==> config.mk <==
export PLATFORM = sky130hd
export DESIGN_NAME = gpio_edge_ctrl
export DESIGN_NICKNAME = d
export VERILOG_FILES = /design/src/rtl/gpio_pkg.sv /design/src/rtl/gpio_in_sync.sv /design/src/rtl/gpio_edge_status.sv /design/src/rtl/gpio_regfile.sv /design/src/rtl/gpio_edge_ctrl.sv
export SDC_FILE = /design/constraint.sdc
export NUM_CORES = 1
export LEC_CHECK = 0
export BUFFER_PORTS_ARGS = -buffer_cell sky130_fd_sc_hd__buf_4
export CAP_MARGIN = 20
export CORE_ASPECT_RATIO = 2
export CORE_MARGIN = 1
export CORE_UTILIZATION = 62
export DETAILED_ROUTE_END_ITERATION = 16
export PLACE_DENSITY = 0.94
export SKIP_LAST_GASP = 1
export SYNTH_ARGS = -nofsm -noshare
export SYNTH_HDL_FRONTEND = slang
export SYNTH_SLANG_ARGS = --single-unit
==> constraint.sdc <==
create_clock -name clk -period 4.45 [get_ports clk]
set_input_delay 0.2225 -clock clk [delete_from_list [all_inputs] [get_ports clk]]
set_output_delay 0.2225 -clock clk [all_outputs]
set_load 0.01 [all_outputs]
==> src/rtl/gpio_pkg.sv <==
`timescale 1ns/1ps
package gpio_pkg;
    // function codes: offset = 8*code + 4*word
    localparam int FN_LEVEL  = 0;
    localparam int FN_DIR    = 1;
    localparam int FN_SET    = 2;
    localparam int FN_CLR    = 3;
    localparam int FN_RISE   = 4;
    localparam int FN_FALL   = 5;
    localparam int FN_STATUS = 6;
    localparam int FN_COUNT  = 7;
endpackage

==> src/rtl/gpio_in_sync.sv <==
`timescale 1ns/1ps
module gpio_in_sync #(
    parameter int WIDTH = 64
) (
    input  logic             clk,
    input  logic             rst_n,
    input  logic [WIDTH-1:0] pad_i,
    output logic [WIDTH-1:0] level_o,
    output logic [WIDTH-1:0] rise_o,
    output logic [WIDTH-1:0] fall_o
);
    typedef struct packed {
        logic [WIDTH-1:0] meta;
        logic [WIDTH-1:0] sync;
        logic [WIDTH-1:0] prev;
    } sync_t;

    sync_t st_d, st_q;

    always_comb begin
        st_d      = st_q;
        st_d.meta = pad_i;
        st_d.sync = st_q.meta;
        st_d.prev = st_q.sync;
    end

    always_ff @(posedge clk) begin
        if (!rst_n) st_q <= '0;
        else        st_q <= st_d;
    end

    assign level_o = st_q.sync;
    assign rise_o  = st_q.sync & ~st_q.prev;
    assign fall_o  = ~st_q.sync & st_q.prev;

    // the synchronized level is the pad value from two edges earlier
    a_r5_two_stage: assert property (@(posedge clk) disable iff (!rst_n)
        $past(rst_n, 2) |-> (level_o == $past(pad_i, 2)));
endmodule

==> src/rtl/gpio_edge_status.sv <==
`timescale 1ns/1ps
module gpio_edge_status #(
    parameter int WIDTH = 64
) (
    input  logic             clk,
    input  logic             rst_n,
    input  logic [WIDTH-1:0] rise_i,
    input  logic [WIDTH-1:0] fall_i,
    input  logic [WIDTH-1:0] rise_en_i,
    input  logic [WIDTH-1:0] fall_en_i,
    input  logic [WIDTH-1:0] clr_i,
    output logic [WIDTH-1:0] status_o
);
    typedef struct packed {
        logic [WIDTH-1:0] status;
    } stat_t;

    stat_t st_d, st_q;
    logic [WIDTH-1:0] hit;

    always_comb begin
        hit         = (rise_i & rise_en_i) | (fall_i & fall_en_i);
        st_d        = st_q;
        // a fresh edge outranks a clear on the same bit
        st_d.status = (st_q.status & ~clr_i) | hit;
    end

    always_ff @(posedge clk) begin
        if (!rst_n) st_q <= '0;
        else        st_q <= st_d;
    end

    assign status_o = st_q.status;

    // a bit only becomes set where an enabled edge was seen
    a_r6_set_only_by_hit: assert property (@(posedge clk) disable iff (!rst_n)
        (status_o & ~$past(status_o) & ~$past(hit)) == '0);
    // bits not being cleared stay set
    a_r7_sticky: assert property (@(posedge clk) disable iff (!rst_n)
        1'b1 |=> ((status_o & $past(status_o & ~clr_i)) == $past(status_o & ~clr_i)));
    // an edge always lands, even under a clear
    a_r8_edge_wins: assert property (@(posedge clk) disable iff (!rst_n)
        1'b1 |=> ((status_o & $past(hit)) == $past(hit)));
endmodule

==> src/rtl/gpio_regfile.sv <==
`timescale 1ns/1ps
module gpio_regfile
    import gpio_pkg::*;
#(
    parameter int NUM_PINS = 64,
    parameter int WORD_W   = 32,
    parameter int ADDR_W   = 8
) (
    input  logic                clk,
    input  logic                rst_n,
    input  logic [ADDR_W-1:0]   bus_addr,
    input  logic                bus_wr,
    input  logic [WORD_W-1:0]   bus_wdata,
    input  logic                bus_rd,
    output logic [WORD_W-1:0]   bus_rdata,
    input  logic [NUM_PINS-1:0] level_i,
    input  logic [NUM_PINS-1:0] status_i,
    output logic [NUM_PINS-1:0] dir_o,
    output logic [NUM_PINS-1:0] out_o,
    output logic [NUM_PINS-1:0] rise_en_o,
    output logic [NUM_PINS-1:0] fall_en_o,
    output logic [NUM_PINS-1:0] status_clr_o
);
    localparam int NUM_WORDS = NUM_PINS / WORD_W;
    localparam int WSEL_W    = $clog2(NUM_WORDS);
    localparam int IDX_W     = ADDR_W - 2;
    localparam int FN_W      = IDX_W - WSEL_W;

    typedef struct packed {
        logic [NUM_PINS-1:0] dir;
        logic [NUM_PINS-1:0] out;
        logic [NUM_PINS-1:0] rise_en;
        logic [NUM_PINS-1:0] fall_en;
        logic [WORD_W-1:0]   rdata;
    } regs_t;

    regs_t st_d, st_q;

    logic [WSEL_W-1:0]   word_sel;
    logic [FN_W-1:0]     fn;
    logic                aligned;
    logic                mapped;
    logic [NUM_PINS-1:0] lane_mask;
    logic [NUM_PINS-1:0] lane_data;
    logic                wr_dir, wr_set, wr_clr, wr_rise, wr_fall, wr_stat;
    logic [NUM_PINS-1:0] rd_vec;
    logic [WORD_W-1:0]   rd_word;

    always_comb begin
        word_sel  = bus_addr[WSEL_W+1:2];
        fn        = bus_addr[ADDR_W-1:WSEL_W+2];
        aligned   = (bus_addr[1:0] == 2'b00);
        mapped    = aligned && (int'(fn) < FN_COUNT);
        lane_mask = '0;
        lane_data = '0;
        for (int h = 0; h < NUM_WORDS; h++) begin
            if (word_sel == WSEL_W'(h)) begin
                lane_mask[h*WORD_W +: WORD_W] = '1;
                lane_data[h*WORD_W +: WORD_W] = bus_wdata;
            end
        end

        wr_dir  = bus_wr && aligned && (fn == FN_W'(FN_DIR));
        wr_set  = bus_wr && aligned && (fn == FN_W'(FN_SET));
        wr_clr  = bus_wr && aligned && (fn == FN_W'(FN_CLR));
        wr_rise = bus_wr && aligned && (fn == FN_W'(FN_RISE));
        wr_fall = bus_wr && aligned && (fn == FN_W'(FN_FALL));
        wr_stat = bus_wr && aligned && (fn == FN_W'(FN_STATUS));

        unique case (int'(fn))
            FN_LEVEL:  rd_vec = level_i;
            FN_DIR:    rd_vec = st_q.dir;
            FN_RISE:   rd_vec = st_q.rise_en;
            FN_FALL:   rd_vec = st_q.fall_en;
            FN_STATUS: rd_vec = status_i;
            default:   rd_vec = '0;
        endcase
        rd_word = mapped ? rd_vec[word_sel*WORD_W +: WORD_W] : '0;

        st_d = st_q;
        if (wr_dir)  st_d.dir     = (st_q.dir & ~lane_mask) | lane_data;
        if (wr_rise) st_d.rise_en = (st_q.rise_en & ~lane_mask) | lane_data;
        if (wr_fall) st_d.fall_en = (st_q.fall_en & ~lane_mask) | lane_data;
        if (wr_set)  st_d.out     = st_q.out | lane_data;
        if (wr_clr)  st_d.out     = st_q.out & ~lane_data;
        if (bus_rd)  st_d.rdata   = rd_word;

        status_clr_o = wr_stat ? lane_data : '0;
    end

    always_ff @(posedge clk) begin
        if (!rst_n) st_q <= '0;
        else        st_q <= st_d;
    end

    assign dir_o     = st_q.dir;
    assign out_o     = st_q.out;
    assign rise_en_o = st_q.rise_en;
    assign fall_en_o = st_q.fall_en;
    assign bus_rdata = st_q.rdata;

    // set bits go high, clear bits go low, on the next edge
    a_r3_set_high: assert property (@(posedge clk) disable iff (!rst_n)
        wr_set |=> ((out_o & $past(lane_data)) == $past(lane_data)));
    a_r3_clr_low: assert property (@(posedge clk) disable iff (!rst_n)
        wr_clr |=> ((out_o & $past(lane_data)) == '0));
    // unmapped reads return zero
    a_r10_unmapped_zero: assert property (@(posedge clk) disable iff (!rst_n)
        (bus_rd && !mapped) |=> (bus_rdata == '0));
    // a write outside the config registers leaves them alone
    a_r10_no_stray_write: assert property (@(posedge clk) disable iff (!rst_n)
        (bus_wr && !mapped) |=> ($stable(dir_o) && $stable(out_o) && $stable(rise_en_o) && $stable(fall_en_o)));
endmodule

==> src/rtl/gpio_edge_ctrl.sv <==
`timescale 1ns/1ps
module gpio_edge_ctrl #(
    parameter int NUM_PINS = 64,
    parameter int WORD_W   = 32,
    parameter int ADDR_W   = 8
) (
    input  logic                clk,
    input  logic                rst_n,
    input  logic [ADDR_W-1:0]   bus_addr,
    input  logic                bus_wr,
    input  logic [WORD_W-1:0]   bus_wdata,
    input  logic                bus_rd,
    output logic [WORD_W-1:0]   bus_rdata,
    input  logic [NUM_PINS-1:0] pin_in,
    output logic [NUM_PINS-1:0] pin_out,
    output logic [NUM_PINS-1:0] pin_oe,
    output logic                irq
);
    logic [NUM_PINS-1:0] level, rise, fall;
    logic [NUM_PINS-1:0] rise_en, fall_en, clr, status;

    gpio_in_sync #(.WIDTH(NUM_PINS)) u_sync (
        .clk(clk), .rst_n(rst_n), .pad_i(pin_in),
        .level_o(level), .rise_o(rise), .fall_o(fall)
    );

    gpio_edge_status #(.WIDTH(NUM_PINS)) u_status (
        .clk(clk), .rst_n(rst_n), .rise_i(rise), .fall_i(fall),
        .rise_en_i(rise_en), .fall_en_i(fall_en), .clr_i(clr),
        .status_o(status)
    );

    gpio_regfile #(.NUM_PINS(NUM_PINS), .WORD_W(WORD_W), .ADDR_W(ADDR_W)) u_regs (
        .clk(clk), .rst_n(rst_n), .bus_addr(bus_addr), .bus_wr(bus_wr),
        .bus_wdata(bus_wdata), .bus_rd(bus_rd), .bus_rdata(bus_rdata),
        .level_i(level), .status_i(status), .dir_o(pin_oe), .out_o(pin_out),
        .rise_en_o(rise_en), .fall_en_o(fall_en), .status_clr_o(clr)
    );

    assign irq = |status;

    // a set status bit that is not cleared keeps irq high next cycle
    a_r9_irq_held: assert property (@(posedge clk) disable iff (!rst_n)
        ((status & ~clr) != '0) |=> irq);
endmodule

==> impl_metrics.csv <==
group,metric,value,unit
outcome,status,"complete, no violations",
yosys,synth_top_area_share,51.1,%
yosys,syn_inst,2527,
global_route,grt.met3_usage,10.8,%
timing,rsz0062_at_grt,"no",
die,fp-row-count,95,
final_layout,areaGrowthSynthToFinish,20.5,%
final_layout,drive_above_1_share,14.6,%
cts,cts_buffer_depth,3,
global_route,met2_usage,71.0,%
yosys,ys.flop_type,"dfxtp_1",
global_route,grt_pass1_wl,117000,um
cts,postCtsSetupBuffers,0,
final_layout,fillers,2209,
placed_design,post-place-ws,1.54,ns
cts,cts_tree,"done",
die,die_area,0.0352,mm2
global_route,grt-ovfl-total,0,
route,routedWlPerCell,24.0,um
yosys,syn_avg_cell_area,8.43,um2
route,drt_iter0_markers,3057,
timing,finalCriticalPeriod,3.12,ns
timing,final-max-slew-violation-count,0,
timing,fmax,321,MHz
yosys,yosys-top-cells-area,"dfxtp_1 51%, a21oi_1 9.0%, nand2_1 8.8%, and2_1 4.9%, a211oi_1 3.3%",
cts,ctsHoldBuffers,95,
global_route,grt_use_met1,45.5,%
cts,clock-root-buffer,"clkbuf_16",
yosys,netlist_area,0.0213,mm2
yosys,synth_seq_area_share,51.1,%
job,maxCapViolations,0,
timing,final.setup.tns,0,ns
timing,worst_pin_slew,1.30,ns
route,viasPerCell,6.65,
cts,cts.clk_slew.worst_paths,0.07,ns
cts,clkLatencyLatePin,0.57,ns
cts,cts_buffers,44,
power_and_ir_drop,power_leakage,9.34,nW
global_route,busiest_layer,"met2",
yosys,syn-num-nets,2635,
cts,clock-sinks,544,
worst_hold_path,min_path_type,"in2reg",
timing,fin_skew,0.0145,ns
timing,slew_headroom,13.4,%
yosys,synth.distinct_cells,49,
die,die_x,133,um
yosys,postSynth.asyncResetShare,0,%
yosys,post-synth-top-count-cell,"dfxtp_1",
setup_path,critPathCaptureType,"primary output",
yosys,yosys_warnings,0,
route,dr_total_vias,21400,
setup_path,required,4.23,ns
cts,htree_levels,2,
timing,final_hold_viol_count,0,
die,initial_core_util,63.1,%
power_and_ir_drop,ir_worst_vdd,0.384,mV
global_route,track_usage,43.2,%
route,ant_nets,0,
setup_path,cp_max_fo,3,
global_route,grt_start_max_net_pins,157,
timing,post-route-period-util,70.0,%
timing,setup-violations-final,0,
yosys,synthTopCellsByCount,"544 x dfxtp_1, 498 x nand2_1, 383 x a21oi_1",
route,finalWirelength,77200,um
setup_path,path_class,"reg2out",
global_route,grt_pass1_vias,21500,
setup_path,crit_path_start_kind,"flip-flop",
die,io_pins,269,
cts,cts_resized,0,
setup_path,worstPathArrival,2.89,ns
yosys,ys_seq_elements,544,
placed_design,dp_hpwl,45400,um
placed_design,io_buffer_count,268,
yosys,synth_top_cell_by_area,"dfxtp_1",
route,dr.pass1.iters,8,
route,drc,0,
timing,timing.final.ws_setup,1.33,ns
power_and_ir_drop,power_density,375,mW/mm2
yosys,synth-edff-count,0,
final_layout,nNetsFinal,2861,
placed_design,gp_congestion,0.968,
die,die-height,264,um
final_layout,diodes,0,
global_route,grt_antenna_before_repair,1,
die,core_area,0.0338,mm2
==> cells by family after synthesis <==
logic type / share of synthesized area [%]
flops: 51.1
mux: 2.71
buf+inv: 5.01
simple gates: 21.4
compound gates: 19.8
==> critical path, cell delays in order, from the launching register on <==
cell and delay (ns):
dfxtp_1 0.42, nor4_1 0.89, nand4_1 0.22, or4_1 0.61, buf_4 0.18
==> where the power goes <==
group          switching [mW]  leakage (nW)  internal (mW)  total (mW)
registers              0.0549          4.41           4.94        4.99
logic                   0.342          4.21          0.218       0.560
clock network            1.85         0.720           2.22        4.07
total                    2.24          9.34           7.38        9.62
==> per-layer routing <==
metal,vias to the layer above,share of wire [%]
met5,-,0.014
met4,2,9.8
met3,605,12
met2,1800,47
met1,9857,31
li1,9166,-
==> stage by stage <==
step | power, mW | area (um2) | util (%) | hold slack, ns | cells
floorplan | 5.35 | 21300 | - | 0.350 | 2527
global placement | 5.54 | 23200 | 68.8 | 0.414 | 3046
detailed placement | 5.56 | 23200 | 68.8 | 0.418 | 3046
CTS | 9.57 | 25700 | 76.0 | 0.0119 | 3219
global route | 9.81 | 25700 | 76.1 | 0.0500 | 3221
finish | 9.62 | 25700 | 76.1 | 0.0462 | 3221
==> cell usage in the layout, fill, tap and decap left out, types with 4 or more instances in the layout <==
master and instances:
a31oi_1 31, nor2_1 97, o211ai_1 13, nand2_1 498
a2111oi_1 6, a221o_1 20, nor2_2 5, mux2i_1 43
nor2_4 4, dfxtp_1 544, nand3_1 102, and2_1 162
nand3b_1 42, a222oi_1 5, inv_1 32, nor4_1 17
clkbuf_1 5, o21ai_0 74, clkbuf_8 11, buf_4 296
a211oi_1 93, clkinv_2 7, mux2_2 13, nand4_1 6
a22o_1 6, nor2b_1 23, a22oi_1 37, o221ai_1 7
clkinvlp_4 5, o2111ai_1 7, dlygate4sd3_1 95, a221oi_1 9
a21oi_1 383, clkbuf_16 45
==> path summary, 6_finish.rpt <==
path	slack, ns	to	cells past startpoint	start
hold / removal	0.05	flip-flop	3	bus_wdata[21]
setup / recovery	1.33	irq	4	u_status.status_o[25]$_SDFF_PN0_
hold reg to reg	0.43	u_sync.level_o[35]$_SDFF_PN0_	1	u_sync.st_d[99]$_SDFF_PN0_
setup reg to reg	2.61	u_regs.bus_rdata[21]$_SDFFE_PN0P_	4	u_sync.level_o[21]$_SDFF_PN0_
==> area by class of cell <==
cell class	count	area [um2]	share of cell area (%)
flip-flops and latches	544	10900	42.4
multi-input cells	1733	9410	36.6
repair buffers	395	3210	12.5
clock buffers	61	1300	5.05
well taps	436	546	2.12
clock inverters	17	183	0.711
inverters	35	139	0.541
Power figures use the tool's default switching activity.
